### src/rtl/dac_serial_rx_pkg.sv
package dac_serial_rx_pkg;

  // Synchronized view of the external pins
  typedef struct packed {
    logic bclk;
    logic data;
    logic load;
    logic clr_n;
  } pin_bus_t;

  localparam int PIN_W = $bits(pin_bus_t);

  // Code width picked by the variant parameter
  function automatic int code_width(bit wide);
    return wide ? 12 : 10;
  endfunction

  function automatic logic rose(logic cur, logic prev);
    return cur & ~prev;
  endfunction

  function automatic logic fell(logic cur, logic prev);
    return ~cur & prev;
  endfunction

endpackage

### src/rtl/dac_pin_sync.sv
module dac_pin_sync #(
  parameter int STAGES = 2,
  parameter int W      = 4
) (
  input  logic         clk,
  input  logic         rst_n,
  input  logic [W-1:0] din,
  output logic [W-1:0] dout
);

  // chain[0] is the raw pin, chain[STAGES] the synchronized copy
  logic [W-1:0] chain [STAGES+1];

  assign chain[0] = din;

  for (genvar g = 0; g < STAGES; g++) begin : g_stage
    always_ff @(posedge clk or negedge rst_n) begin
      if (!rst_n) chain[g+1] <= '0;
      else        chain[g+1] <= chain[g];
    end
  end

  assign dout = chain[STAGES];

endmodule

### src/rtl/dac_edge_det.sv
module dac_edge_det
  import dac_serial_rx_pkg::*;
(
  input  logic     clk,
  input  logic     rst_n,
  input  pin_bus_t pins,
  output logic     shift_en,
  output logic     load_fall,
  output logic     data_bit,
  output logic     clr_act
);

  logic bclk_prev;
  logic load_prev;
  logic bclk_rise;

  always_ff @(posedge clk or negedge rst_n) begin
    if (!rst_n) begin
      bclk_prev <= 1'b0;
      load_prev <= 1'b0;
    end else begin
      bclk_prev <= pins.bclk;
      load_prev <= pins.load;
    end
  end

  assign bclk_rise = rose(pins.bclk, bclk_prev);
  // bit clock honoured only while the strobe is high
  assign shift_en  = bclk_rise & pins.load;
  assign load_fall = fell(pins.load, load_prev);
  assign data_bit  = pins.data;
  assign clr_act   = ~pins.clr_n;

  AST_FALL_SINGLE: assert property (@(posedge clk) disable iff (!rst_n)
    load_fall |=> !load_fall);

  AST_NO_SHIFT_ON_FALL: assert property (@(posedge clk) disable iff (!rst_n)
    load_fall |-> !shift_en);

endmodule

### src/rtl/dac_shift_reg.sv
module dac_shift_reg #(
  parameter int N = 12
) (
  input  logic         clk,
  input  logic         rst_n,
  input  logic         shift_en,
  input  logic         data_bit,
  input  logic         clr_act,
  input  logic         load_lvl,
  output logic [N-1:0] sr
);

  // New bit enters at the LSB; the oldest bit falls off the top
  function automatic logic [N-1:0] push_lsb(logic [N-1:0] r, logic b);
    return {r[N-2:0], b};
  endfunction

  logic [N-1:0] sr_q;

  always_ff @(posedge clk or negedge rst_n) begin
    if (!rst_n)        sr_q <= '0;
    else if (clr_act)  sr_q <= '0;
    else if (shift_en) sr_q <= push_lsb(sr_q, data_bit);
  end

  assign sr = sr_q;

  AST_SHIFT_LSB: assert property (@(posedge clk) disable iff (!rst_n)
    (shift_en && !clr_act) |=> (sr_q[0] == $past(data_bit)));

  AST_SHIFT_UP: assert property (@(posedge clk) disable iff (!rst_n)
    (shift_en && !clr_act) |=> (sr_q[N-1:1] == $past(sr_q[N-2:0])));

  AST_GATED_OFF: assert property (@(posedge clk) disable iff (!rst_n)
    (!load_lvl && !clr_act) |=> $stable(sr_q));

endmodule

### src/rtl/dac_code_reg.sv
module dac_code_reg #(
  parameter int N = 12
) (
  input  logic         clk,
  input  logic         rst_n,
  input  logic         load_fall,
  input  logic         clr_act,
  input  logic [N-1:0] sr,
  output logic [N-1:0] code,
  output logic         xfer
);

  logic [N-1:0] code_q;
  logic         xfer_q;
  logic         do_xfer;

  assign do_xfer = load_fall & ~clr_act;

  always_ff @(posedge clk or negedge rst_n) begin
    if (!rst_n) begin
      code_q <= '0;
      xfer_q <= 1'b0;
    end else begin
      xfer_q <= do_xfer;
      if (clr_act)      code_q <= '0;
      else if (do_xfer) code_q <= sr;
    end
  end

  assign code = code_q;
  assign xfer = xfer_q;

  AST_XFER_COPIES: assert property (@(posedge clk) disable iff (!rst_n)
    xfer_q |-> (code_q == $past(sr)));

  AST_CODE_HELD: assert property (@(posedge clk) disable iff (!rst_n)
    (!load_fall && !clr_act) |=> $stable(code_q));

  AST_PULSE_ONE: assert property (@(posedge clk) disable iff (!rst_n)
    xfer_q |=> !xfer_q);

  AST_CLR_NO_PULSE: assert property (@(posedge clk) disable iff (!rst_n)
    clr_act |=> !xfer_q);

endmodule

### src/rtl/dac_serial_rx.sv
module dac_serial_rx
  import dac_serial_rx_pkg::*;
#(
  parameter bit WIDE_CODE   = 1'b1,
  parameter int SYNC_STAGES = 2,
  localparam int N          = code_width(WIDE_CODE)
) (
  input  logic         clk,
  input  logic         rst_n,
  input  logic         bclk_pin,
  input  logic         data_pin,
  input  logic         load_pin,
  input  logic         clr_n,
  output logic [N-1:0] code,
  output logic         xfer
);

  pin_bus_t         raw_pins;
  logic [PIN_W-1:0] sync_vec;
  pin_bus_t         sync_pins;
  logic             shift_en;
  logic             load_fall;
  logic             data_bit;
  logic             clr_act;
  logic [N-1:0]     sr;

  assign raw_pins = '{bclk: bclk_pin, data: data_pin, load: load_pin, clr_n: clr_n};

  dac_pin_sync #(.STAGES(SYNC_STAGES), .W(PIN_W)) u_sync (
    .clk  (clk),
    .rst_n(rst_n),
    .din  (raw_pins),
    .dout (sync_vec)
  );

  assign sync_pins = pin_bus_t'(sync_vec);

  dac_edge_det u_edge (
    .clk      (clk),
    .rst_n    (rst_n),
    .pins     (sync_pins),
    .shift_en (shift_en),
    .load_fall(load_fall),
    .data_bit (data_bit),
    .clr_act  (clr_act)
  );

  dac_shift_reg #(.N(N)) u_shift (
    .clk     (clk),
    .rst_n   (rst_n),
    .shift_en(shift_en),
    .data_bit(data_bit),
    .clr_act (clr_act),
    .load_lvl(sync_pins.load),
    .sr      (sr)
  );

  dac_code_reg #(.N(N)) u_code (
    .clk      (clk),
    .rst_n    (rst_n),
    .load_fall(load_fall),
    .clr_act  (clr_act),
    .sr       (sr),
    .code     (code),
    .xfer     (xfer)
  );

  AST_CLR_ZERO: assert property (@(posedge clk) disable iff (!rst_n)
    clr_act |=> (code == '0 && sr == '0));

  AST_WIDTH_OK: assert property (@(posedge clk) disable iff (!rst_n)
    ($bits(code) == N) && (N == 12 || N == 10));

endmodule

### config.mk
export PLATFORM = sky130hd
export DESIGN_NAME = dac_serial_rx
export DESIGN_NICKNAME = d
export VERILOG_FILES = /design/src/rtl/dac_serial_rx_pkg.sv /design/src/rtl/dac_pin_sync.sv /design/src/rtl/dac_edge_det.sv /design/src/rtl/dac_shift_reg.sv /design/src/rtl/dac_code_reg.sv /design/src/rtl/dac_serial_rx.sv
export SDC_FILE = /design/constraint.sdc
export NUM_CORES = 1
export LEC_CHECK = 0
export BUFFER_PORTS_ARGS = -buffer_cell sky130_fd_sc_hd__buf_2
export CORE_ASPECT_RATIO = 0.9
export CORE_MARGIN = 4
export CORE_UTILIZATION = 54
export DETAILED_ROUTE_END_ITERATION = 10
export HOLD_SLACK_MARGIN = 0.12
export MAX_ROUTING_LAYER = met4
export PLACE_DENSITY = 0.76
export SYNTH_ARGS = -nofsm -noshare
export SYNTH_HDL_FRONTEND = slang
export SYNTH_SLANG_ARGS = --single-unit
### constraint.sdc
create_clock -name clk -period 1.2 [get_ports clk]
set_input_delay 0.18 -clock clk [delete_from_list [all_inputs] [get_ports clk]]
set_output_delay 0.18 -clock clk [all_outputs]
set_load 0.03 [all_outputs]
# Yosys cells after proc, flatten, opt, wreduce, memory -nomap -nowiden
# Cells that the tools add are included.
totals:
  ff_bits: 35
  inputBits: 6
  output_inout_bits: 13
  elab_cells: 19
classes:
  eq_ne: 2
  muxes: 4
  n_bitwise: 6
op_table:
  columns: ["operator", "count"]
  rows:
  - ["12-bit two-way mux", 4]
  - ["1-bit AND", 4]
  - ["2-bit by 1-bit != test with 1-bit output (second input constant)", 1]
  - ["2-bit != test (second input constant)", 1]
  - ["1-bit inverter", 2]

# Depth between registers and ports, before layout
logic_depth:
  ltp_word: 5
  depth_mapped: 4
  depth_no_buf: 3

# Cells and area by module
# Synthesis repeated with hierarchy kept, for this count alone.
unflattened:
  cells_unflattened: 97
  area_unflattened_um2: 1320.0
modules_own_cells:
  columns: ["module", "instances", "cells_each", "area_each_um2", "seq_area_each_um2"]
  rows:
  - ["dac_code_reg", 1, 41, 533.0, 325.3]
  - ["dac_shift_reg", 1, 38, 480.5, 300.3]
  - ["dac_pin_sync", 1, 12, 230.2, 200.2]
  - ["dac_edge_det", 1, 6, 76.3, 50.0]

# Worst setup path before layout
# Ideal clock, no wire load.
synth_timing:
  path_type: "reg-to-reg"
  start: "register u_edge.bclk_prev"
  end: "register u_shift.sr_q[0] (netlist: u_shift.sr[0])"
  setup_time_ns: 0.127
  arrival_time_ns: 0.884
  required_time_ns: 1.073
  path_slack_ns: 0.189
  path_stages_with_launch: 5
  n_path_buf: 1
  period_less_slack_ns: 1.011
  path_cell_list: "dfrtp_1 nand3b_1 buf_2 nand3_1 o21ai_0"
synth_between:
  elab_chain_cells: 4
synth_rtl:
  columns: ["element", "line_no", "source"]
  rows:
  - ["start, declared", "dac_edge_det.sv:13", "logic bclk_prev;"]
  - ["start signal, assigned", "dac_edge_det.sv:22", "bclk_prev <= pins.bclk;"]
  - ["1-bit inverter", "dac_serial_rx_pkg.sv:19", "return cur & ~prev;"]
  - ["1-bit AND", "dac_serial_rx_pkg.sv:19", null]
  - ["1-bit AND", "dac_edge_det.sv:29", "assign shift_en = bclk_rise & pins.load;"]
  - ["2-bit != test (no source line)", null, null]
  - ["end signal, assigned", "dac_shift_reg.sv:23", "else if (shift_en) sr_q <= push_lsb(sr_q, data_bit);"]
  - ["end, declared", "dac_shift_reg.sv:18", "logic [N-1:0] sr_q;"]
# Every way passes these cells.
# A chain may end at the register's enable or synchronous reset.

# Final worst setup path
layout_timing:
  start: "register u_sync.chain (netlist bit u_sync.dout[1])"
  end: "register u_code.code_q[9] (netlist: u_code.code[9])"
layout_between:
  elab_chain_cells: 4
layout_rtl:
  columns: ["element", "line_no", "source"]
  rows:
  - ["start, declared", "dac_pin_sync.sv:12", "logic [W-1:0] chain [STAGES+1];"]
  - ["start signal, assigned by index", "dac_pin_sync.sv:19", "else chain[g+1] <= chain[g];"]
  - ["1-bit inverter", "dac_serial_rx_pkg.sv:23", "return ~cur & prev;"]
  - ["1-bit AND", "dac_serial_rx_pkg.sv:23", null]
  - ["1-bit AND", "dac_code_reg.sv:17", "assign do_xfer = load_fall & ~clr_act;"]
  - ["2-bit by 1-bit != test with 1-bit output (no source line)", null, null]
  - ["end signal, assigned", "dac_code_reg.sv:26", "else if (do_xfer) code_q <= sr;"]
  - ["end, declared", "dac_code_reg.sv:13", "logic [N-1:0] code_q;"]
# Every way passes these cells.

==> flow_summary_export.csv <==
group,metric,value,unit
floorplan,core_area,2220,um2
global_route,grt_first_pass_wirelength,3.86,mm
synthesis,syn_area,1290,um2
synthesis,yosys-top-cells-area,"dfrtp_1 (68%), nand2_1 (10%), a21boi_0 (7.0%)",
synthesis,ys_seq_area_share,67.6,%
timing,slew_viol_final,0,
synthesis,yosysWarnings,0,
clocking,max-clock-path-buffers,2,
pwr,p_total,2030,uW
place,port_buffers,18,
global_route,grt_max_degree,36,
clocking,clkSinkCount,35,
global_route,grt_pass1_vias,916,
clocking,clock_latency,330,ps
route,first_pass_iters,5,
critical_path,cp-end-kind,"register",
synthesis,ys_types,13,
critical_path,cp-endpoint,"u_code.code[9]",
place,place.detailed.hpwl,1.48,mm
global_route,overflow,0,
timing,finalSetupViolations,0,
cells_and_area,n_antenna_cell,0,
clocking,post-cts-setup-buffers,0,
outcome,status,"complete, no violations",
critical_path,cp.required,1450,ps
route,totalWireLength,2.30,mm
cells_and_area,multi_input_area,390,um2
timing,hold_viol,0,
cells_and_area,finalNetCount,153,
route,antenna_left,0,
floorplan,io_pins,19,
critical_path,path_max_fanout,6,
synthesis,ys_ff_latch,35,
critical_path,arrival,1360,ps
pwr,peakVddDrop,965,uV
cells_and_area,layout-drive-gt1-share,21.6,%
cells_and_area,layout_common_cells,"nand2_1 (36), dfrtp_1 (35), buf_2 (18)",
global_route,track_usage,16.8,%
flow_run,maxCapViolations,0,
timing,fin_setup_tns,0,ps
clocking,clk_pin_slew_worst_paths,100,ps
critical_path,worstRegToRegCells,3,
global_route,antenna_found_initial,0,
synthesis,netlist_instances,119,
clocking,cts_buffers,5,
cells_and_area,final_common_cell,"nand2_1",
cells_and_area,nFillCells,171,
place,gp_congestion,0.732,
floorplan,initial_core_util,58.3,%
route,drc_errors,0,
timing,tightest_slew,421,ps
place,placed_area,1420,um2
cells_and_area,syn2layout_area_growth,20.4,%
route,routedWlPerCell,13.2,um
floorplan,die_w,59.6,um
timing,max-slew-margin-rel,71.9,%
timing,finalCriticalPeriod,1110,ps
timing,rsz0062_at_grt,"false",
cells_and_area,seq_area,876,um2
timing,whs,357,ps
cells_and_area,final_cell_area,1560,um2
critical_path,r2r_slack,90,ps
clocking,cts-root-buf,"clkbuf_4",
critical_path,cp-start-kind,"register",
synthesis,synth_top_cell_by_area,"dfrtp_1",
floorplan,die_y,54.5,um
route,vias,911,
worst_hold_path,hold_class,"register to register",
critical_path,timing.rr.start,"u_sync.dout[1]",
clocking,htree_levels,2,
synthesis,synth_nets,125,
clocking,cts_tree,"built",
critical_path,worstReg2RegEnd,"u_code.code[9]",
critical_path,crit_type,"register to register",
synthesis,synth_top_area_share,67.6,%
synthesis,synth.avg_cell_area,10.9,um2
route,vias_per_cell,5.21,
floorplan,fp.dieArea,3250,um2
timing,skew,11.5,ps
critical_path,crit_start,"u_sync.dout[1]",
pwr,power.density,1300,nW/um2
pwr,p_leak,0.000725,uW
route,drt_iter0_drc,15,
timing,fmax,0.903,GHz
floorplan,floorplan.rows,16,
timing,min_period_over_period,92.3,%
-- power by group --
part	leakage (uW)	internal [uW]	total (uW)	switching [uW]
combinational	0.000221	46.0	114	68.0
clock	0.0000386	345	704	360
sequential	0.000465	1200	1210	11.9
-- per-layer routing --
layer / track usage, % / wire (um)
met1: 18.0 / 1030
met2: 28.9 / 1130
met3: 4.95 / 135
met4: 7.75 / 19
met5: - / 0
-- critical path, stage by stage, from the launching register on --
cell,delay [ps]
dfrtp_1,440
and2b_1,350
nand2_1,90
a21boi_0,160
-- timing repair --
item / 4_1_cts / 5_1_grt
resized for setup: 0 / 4
setup endpoints to repair: 0 / 12
endpoints found under the hold margin: 39 / 0
hold buffers: 5 / 0
-- worst min-delay path by stage --
stage	cells past startpoint	slack (ps)	endpoint	start
after floorplan	0	-120	u_code.code[0]	rst_n
after global placement	2	230	u_code.code[3]	rst_n
after detailed placement	2	240	u_shift.sr[11]	rst_n
after CTS	0	360	u_sync.dout[2]	u_sync.chain[6]
after global routing	0	370	u_sync.dout[2]	u_sync.chain[6]
final	0	360	u_sync.dout[2]	u_sync.chain[6]
-- state kept, by name, summed over array words and instances, names as in the netlist --
register,cells
u_code.code,12
u_code.xfer,1
u_edge.bclk_prev,1
u_edge.load_prev,1
u_shift.sr,12
u_sync.chain,4
u_sync.dout,4
-- cells in the mapped netlist --
cell type / n
buf_2: 2
nand3_1: 12
nand2b_1: 1
clkbuf_1: 2
clkbuf_2: 1
o21ai_0: 12
buf_4: 3
and2b_2: 1
a21boi_0: 12
nand3b_1: 1
and2_1: 1
dfrtp_1: 35
nand2_1: 36
-- stage by stage --
stage          utilization [%]  setup WS [ps]  instances
4_1_cts                   69.4           4.79        174
3_5_place_dp              64.1           29.9        161
6_report                  70.2           92.3        175
5_1_grt                   70.2           31.8        175
3_3_place_gp              64.1            100        161
2_1_floorplan                -            189        119
-- cell type report --
cell class | instances | area share (%)
Multi-Input combinational cell | 77 | 25.0
Timing Repair Buffer | 28 | 12.2
Tap cell | 27 | 2.17
Sequential cell | 35 | 56.2
Clock buffer | 8 | 4.41
-- cell families after synthesis --
| group | Yosys count | synth area share, % |
|---|---|---|
| compound gates | 24 | 11.6 |
| buf+inv | 8 | 3.48 |
| flops | 35 | 67.6 |
| simple gates | 52 | 17.3 |
Note: power is estimated with default switching activity, not from simulation.
